### src/rtl/sdirq_pkg.sv
package sdirq_pkg;
  localparam int REG_W    = 32;
  localparam int DETAIL_W = 15;
  localparam int ADDR_W   = 2;

  localparam logic [REG_W-1:0] ACK_BITS  = 32'h8B7F_031D;
  localparam logic [REG_W-1:0] CONST_ONE = 32'h0080_0000;

  localparam int B_RESP    = 0;
  localparam int B_DATA    = 2;
  localparam int B_REMOVE  = 3;
  localparam int B_INSERT  = 4;
  localparam int B_PRESENT = 5;
  localparam int B_WP      = 7;
  localparam int B_D3FALL  = 8;
  localparam int B_D3RISE  = 9;
  localparam int B_D3LVL   = 10;
  localparam int B_IDX     = 16;
  localparam int B_CRC     = 17;
  localparam int B_ENDBIT  = 18;
  localparam int B_DTO     = 19;
  localparam int B_OVF     = 20;
  localparam int B_UNF     = 21;
  localparam int B_CTO     = 22;
  localparam int B_RXRDY   = 24;
  localparam int B_TXREQ   = 25;
  localparam int B_SPARE   = 27;
  localparam int B_ILL     = 31;

  typedef enum logic [ADDR_W-1:0] {
    SEL_STATUS = 2'd0,
    SEL_MASK   = 2'd1,
    SEL_DETAIL = 2'd2,
    SEL_NONE   = 2'd3
  } regSel_e;

  typedef struct packed {
    logic wrStatus;
    logic wrMask;
    logic wrDetail;
    logic clrAll;
  } strobe_t;

  // Summary status bit fed by detail cause idx
  function automatic int summaryBit(input int idx);
    if (idx < 4)       return B_CRC;
    else if (idx < 8)  return B_ENDBIT;
    else if (idx < 11) return B_DTO;
    else if (idx < 13) return B_CTO;
    else               return B_IDX;
  endfunction
endpackage

### src/rtl/sdirq_edge.sv
module sdirq_edge (
  input  logic clk,
  input  logic rst_n,
  input  logic arm,
  input  logic level,
  output logic rise,
  output logic fall
);
  logic prevQ;

  always_ff @(posedge clk or negedge rst_n) begin
    if (!rst_n) prevQ <= 1'b0;
    else        prevQ <= level;
  end

  assign rise = arm & level & ~prevQ;
  assign fall = arm & ~level & prevQ;
endmodule

### src/rtl/sdirq_ctrl.sv
module sdirq_ctrl
  import sdirq_pkg::*;
(
  input  logic              regWrEn,
  input  logic [ADDR_W-1:0] regAddr,
  input  logic              softRstN,
  output strobe_t           strb,
  output regSel_e           rdSel
);
  always_comb begin
    rdSel         = regSel_e'(regAddr);
    strb          = '0;
    strb.clrAll   = ~softRstN;
    strb.wrStatus = regWrEn && (rdSel == SEL_STATUS);
    strb.wrMask   = regWrEn && (rdSel == SEL_MASK);
    strb.wrDetail = regWrEn && (rdSel == SEL_DETAIL);
  end
endmodule

### src/rtl/sdirq_dpath.sv
module sdirq_dpath
  import sdirq_pkg::*;
#(
  parameter int DW = DETAIL_W
) (
  input  logic             clk,
  input  logic             rst_n,
  input  strobe_t          strb,
  input  regSel_e          rdSel,
  input  logic [REG_W-1:0] wrData,
  input  logic             evtRespEnd,
  input  logic             evtDataEnd,
  input  logic             evtRxOverflow,
  input  logic             evtTxUnderrun,
  input  logic             evtRxReady,
  input  logic             evtTxRequest,
  input  logic             evtSpare,
  input  logic             evtIllegal,
  input  logic [DW-1:0]    errEvt,
  input  logic             cardPresent,
  input  logic             wrProtect,
  input  logic             dat3Level,
  output logic [REG_W-1:0] rdData,
  output logic [REG_W-1:0] statusView,
  output logic [REG_W-1:0] maskView,
  output logic             irqOut
);
  localparam int NUM_LINES = 2;

  logic [REG_W-1:0] flagQ, maskQ, setVec, rollup, keepVec, liveVec;
  logic [DW-1:0]    detailQ, keepDet;
  logic             armQ;
  logic [NUM_LINES-1:0] lineLvl, lineRise, lineFall;

  assign lineLvl = {dat3Level, cardPresent};

  always_ff @(posedge clk or negedge rst_n) begin
    if (!rst_n) armQ <= 1'b0;
    else        armQ <= 1'b1;
  end

  for (genvar g = 0; g < NUM_LINES; g++) begin : g_edge
    sdirq_edge u_edge (
      .clk  (clk),
      .rst_n(rst_n),
      .arm  (armQ),
      .level(lineLvl[g]),
      .rise (lineRise[g]),
      .fall (lineFall[g])
    );
  end

  always_comb begin
    rollup = '0;
    for (int i = 0; i < DW; i++)
      if (errEvt[i]) rollup[summaryBit(i)] = 1'b1;
  end

  always_comb begin
    setVec           = rollup;
    setVec[B_RESP]   = evtRespEnd;
    setVec[B_DATA]   = evtDataEnd;
    setVec[B_OVF]    = evtRxOverflow;
    setVec[B_UNF]    = evtTxUnderrun;
    setVec[B_RXRDY]  = evtRxReady;
    setVec[B_TXREQ]  = evtTxRequest;
    setVec[B_SPARE]  = evtSpare;
    setVec[B_ILL]    = evtIllegal;
    setVec[B_INSERT] = lineRise[0];
    setVec[B_REMOVE] = lineFall[0];
    setVec[B_D3RISE] = lineRise[1];
    setVec[B_D3FALL] = lineFall[1];
    setVec           = setVec & ACK_BITS;
  end

  assign keepVec = strb.wrStatus ? wrData : '1;
  assign keepDet = strb.wrDetail ? wrData[DW-1:0] : '1;

  always_ff @(posedge clk or negedge rst_n) begin
    if (!rst_n)           flagQ <= '0;
    else if (strb.clrAll) flagQ <= '0;
    else                  flagQ <= ((flagQ & keepVec) | setVec) & ACK_BITS;
  end

  always_ff @(posedge clk or negedge rst_n) begin
    if (!rst_n)           detailQ <= '0;
    else if (strb.clrAll) detailQ <= '0;
    else                  detailQ <= (detailQ & keepDet) | errEvt;
  end

  always_ff @(posedge clk or negedge rst_n) begin
    if (!rst_n)           maskQ <= ACK_BITS;
    else if (strb.wrMask) maskQ <= wrData & ACK_BITS;
  end

  always_comb begin
    liveVec            = CONST_ONE;
    liveVec[B_PRESENT] = cardPresent;
    liveVec[B_WP]      = wrProtect;
    liveVec[B_D3LVL]   = dat3Level;
  end

  assign statusView = flagQ | liveVec;
  assign maskView   = maskQ;
  assign irqOut     = |(flagQ & ~maskQ);

  always_comb begin
    unique case (rdSel)
      SEL_STATUS: rdData = statusView;
      SEL_MASK:   rdData = maskQ;
      SEL_DETAIL: rdData = REG_W'(detailQ);
      default:    rdData = '0;
    endcase
  end
endmodule

### src/rtl/sdhost_irq_ctl.sv
module sdhost_irq_ctl
  import sdirq_pkg::*;
#(
  parameter int DW = DETAIL_W
) (
  input  logic              clk,
  input  logic              rst_n,
  input  logic              softRstN,
  input  logic [ADDR_W-1:0] regAddr,
  input  logic              regWrEn,
  input  logic [REG_W-1:0]  regWrData,
  output logic [REG_W-1:0]  regRdData,
  input  logic              evtRespEnd,
  input  logic              evtDataEnd,
  input  logic              evtRxOverflow,
  input  logic              evtTxUnderrun,
  input  logic              evtRxReady,
  input  logic              evtTxRequest,
  input  logic              evtSpare,
  input  logic              evtIllegal,
  input  logic [DW-1:0]     errEvt,
  input  logic              cardPresent,
  input  logic              wrProtect,
  input  logic              dat3Level,
  output logic              irqOut
);
  strobe_t          strb;
  regSel_e          rdSel;
  logic [REG_W-1:0] statusVal, maskVal;

  sdirq_ctrl u_ctrl (
    .regWrEn (regWrEn),
    .regAddr (regAddr),
    .softRstN(softRstN),
    .strb    (strb),
    .rdSel   (rdSel)
  );

  sdirq_dpath #(.DW(DW)) u_dpath (
    .clk          (clk),
    .rst_n        (rst_n),
    .strb         (strb),
    .rdSel        (rdSel),
    .wrData       (regWrData),
    .evtRespEnd   (evtRespEnd),
    .evtDataEnd   (evtDataEnd),
    .evtRxOverflow(evtRxOverflow),
    .evtTxUnderrun(evtTxUnderrun),
    .evtRxReady   (evtRxReady),
    .evtTxRequest (evtTxRequest),
    .evtSpare     (evtSpare),
    .evtIllegal   (evtIllegal),
    .errEvt       (errEvt),
    .cardPresent  (cardPresent),
    .wrProtect    (wrProtect),
    .dat3Level    (dat3Level),
    .rdData       (regRdData),
    .statusView   (statusVal),
    .maskView     (maskVal),
    .irqOut       (irqOut)
  );
endmodule

### config.mk
export PLATFORM = sky130hd
export DESIGN_NAME = sdhost_irq_ctl
export DESIGN_NICKNAME = d
export VERILOG_FILES = /design/src/rtl/sdirq_pkg.sv /design/src/rtl/sdirq_edge.sv /design/src/rtl/sdirq_ctrl.sv /design/src/rtl/sdirq_dpath.sv /design/src/rtl/sdhost_irq_ctl.sv
export SDC_FILE = /design/constraint.sdc
export NUM_CORES = 1
export LEC_CHECK = 0
export ABC_AREA = 1
export BUFFER_PORTS_ARGS = -buffer_cell sky130_fd_sc_hd__buf_2
export CAP_MARGIN = 40
export CORE_ASPECT_RATIO = 1.75
export CORE_UTILIZATION = 40
export DETAILED_ROUTE_END_ITERATION = 10
export GPL_ROUTABILITY_DRIVEN = 0
export HOLD_SLACK_MARGIN = 0.05
export PLACE_DENSITY_LB_ADDON = 0.15
export SLEW_MARGIN = 20
export SYNTH_ARGS = -nofsm -noshare
export SYNTH_HDL_FRONTEND = slang
export SYNTH_SLANG_ARGS = --single-unit
### constraint.sdc
create_clock -name clk -period 1 [get_ports clk]
set_input_delay 0.15 -clock clk [delete_from_list [all_inputs] [get_ports clk]]
set_output_delay 0.15 -clock clk [all_outputs]
set_load 0.01 [all_outputs]
==> metrics.txt <==
CP max-delay cell dfstp_2; share of flip-flops with an asynchronous set or reset 100.0%; leading area contributor after synthesis dfrtp_1; CP delay by family, top flip-flops; Placed Area 0.003324 mm2; FF-to-FF Start u_dpath.maskView[20]; most frequent cells after synthesis 52 x inv_1, 47 x a21oi_1, 43 x nand2_1; root buf cell clkbuf_8; initial drt markers 109; Fmax achieved 644.0 MHz; Worst Path Buf+Inv 3; Die Ht 107.8 um; share of cells above drive strength 1 42.92%; Storage cell area 0.001323 mm2; leakage 1.921 nW; register area share after synthesis 51.69%; Clock Skew 0.009004 ns; Worst-Skew Late Latency 0.32 ns; Top-Level Pins 97; crit path launch u_dpath.maskView[3]; Port Buffers 85; CTS buffer count 5; DR DRC count 0; first drt pass iteration count 4; core area 0.006181 mm2; Tot Pwr 5.284 mW; first-pass GRT wire length 11960 um; status finished, violations left; Cell Chain, Critical Path inv_2 -> buf_6 -> o211ai_1 -> buf_2; via count 2643; Arrival @ worst endpoint 1.40 ns; Worst Hold Class input port to flop; Setup WS post-layout -0.5529 ns; Starting Density 41.40%; Crit Path Class flop to primary output; Final Core Density 59.80%; total power divided by cell area 1430 mW/mm2; DIE AREA 0.006734 mm2; Tcrit/Tclk final 155.3%; H-Tree Depth 2; post-synth design cell area 0.002559 mm2; Synth top area share 34.23%; Mapped Cells 322; cell with the most instances after synthesis inv_1; Max Cap Viol 0; clock tree sinks 52; total congestion overflow 0; failing checks setup timing; Fill cells 610; YS warnings 0; endpoint class of the critical path primary output; WL/cell 13.63 um; Final Critical Period 1.553 ns; Max clock buf depth 2; Layout area overhead 44.45%; ant diodes 0; Hold Vio Cnt, Final 0; vias in the first global route 2639; EDFF count, synth 0; initial antenna violation count 0; Synth Flop Type dfrtp_1; area of the multi-input gates 0.001025 mm2; CP startpoint kind flop; Hold Startpoint evtSpare; die extent in x 62.46 um; Setup-failing EPs final 27; drt total wl 7249 um; remaining antenna violation count 0; post-synth cell types 19; Synth area leaders dfrtp_1 34%, dfstp_2 17%, a21oi_1 9.2%; CP required 0.85 ns; Worst-path clk slew 0.10 ns; Setup TNS -7.859 ns; Yosys reg bits 52; Syn Area/Cell 7.946 um2; worst-path maximum fanout 2; largest stage delay on the critical path 0.54 ns; largest net degree at the start of global routing 53; VDD IR max 0.0009511 V; count of pins over their slew limit 0; Core Rows 38; GRT Overall Usage 23.13%; final instance area 0.003696 mm2; Layout Nets 515; hpwl dp 5201 um; drt via density 4.968; CTS tree yes; RSZ-0062 raised after global routing true
## what timing repair did
item                       4_1_cts  5_1_grt
resized for setup               45       29
hold endpoints to repair        40        0
hold buffers                     6        0
pin swaps                       28        4
setup buffers                    4        9
setup endpoints to repair       27       31
## state kept, by name, summed over array words and instances, names as in the netlist
| name | cells |
|---|---|
| u_dpath.armQ | 1 |
| u_dpath.detailQ | 15 |
| u_dpath.flagQ | 17 |
| u_dpath.g_edge.u_edge.prevQ | 2 |
| u_dpath.maskView | 17 |
## report_power, final
group / total (mW) / internal (mW) / switching, mW / leakage [nW]
sequential: 2.49 / 2.38 / 0.106 / 0.616
combinational: 1.33 / 0.664 / 0.665 / 1.25
clock: 1.47 / 0.744 / 0.725 / 0.0552
total: 5.28 / 3.79 / 1.50 / 1.92
## worst reg2reg max path, cell delays in order (launching register included)
cell and delay [ns]:
dfstp_2 0.53, inv_2 0.04, buf_6 0.10, buf_4 0.12, a21oi_1 0.12
## cells in the final DEF (no fill, tap or decap), types with 17 or more instances in the layout
cell / n
dfstp_2: 17
inv_2: 18
inv_1: 36
buf_6: 18
nand2_1: 39
a21oi_1: 43
nand3_1: 19
buf_2: 83
nor2_1: 28
o21ai_0: 18
dfrtp_1: 35
o21ai_1: 18
buf_4: 23
## through the flow
stage	worst slack, ns	hold slack, ns	std cells
2_1_floorplan	-0.04186	-0.1456	326
3_3_place_gp	-0.2030	0.1658	510
3_5_place_dp	-0.2032	0.1694	510
4_1_cts	-0.5638	0.05132	528
5_1_grt	-0.6607	0.06458	532
6_report	-0.5529	0.05524	532
## metal layers
metal / vias up / track usage (%) / wire length [um]
met1: 1264 / 26.66 / 2926
met2: 84 / 41.38 / 3854
met5: - / 0 / 0
li1: 1284 / - / -
met4: 0 / 9.468 / 168
met3: 11 / 4.343 / 300
## layout make-up
class	instances	area share [%]
Clock inverter	2	0.9479
Clock buffer	6	1.963
Inverter	54	5.484
Timing Repair Buffer	135	25.39
Multi-Input combinational cell	203	27.73
Tap cell	80	2.708
Sequential cell	52	35.78
## kinds of logic (layout without fill, tap and decap cells)
kind of cell | count (synthesis) | in the layout | share of synthesized area (%)
AO/OA/AOI/OAI | 100 | 100 | 20.15
AND/OR/NAND/NOR | 97 | 97 | 16.23
buffers and inverters | 71 | 197 | 11.64
flip-flops | 52 | 52 | 51.69
other | 2 | 6 | 0.2935
## final timing paths
kind | to | slack, ns | cells past startpoint
worst max-delay path | regRdData[3] | -0.55 | 4
worst min-delay path | u_dpath.flagQ[27] | 0.06 | 3
worst max register to register | u_dpath.maskView[20] | 0.03 | 4
worst min register to register | u_dpath.maskView[17] | 0.48 | 2
max in group asynchronous | u_dpath.maskView[25] | 0.35 | 3
min in group asynchronous | u_dpath.flagQ[27] | 0.34 | 3
Power figures use the tool's default switching activity.
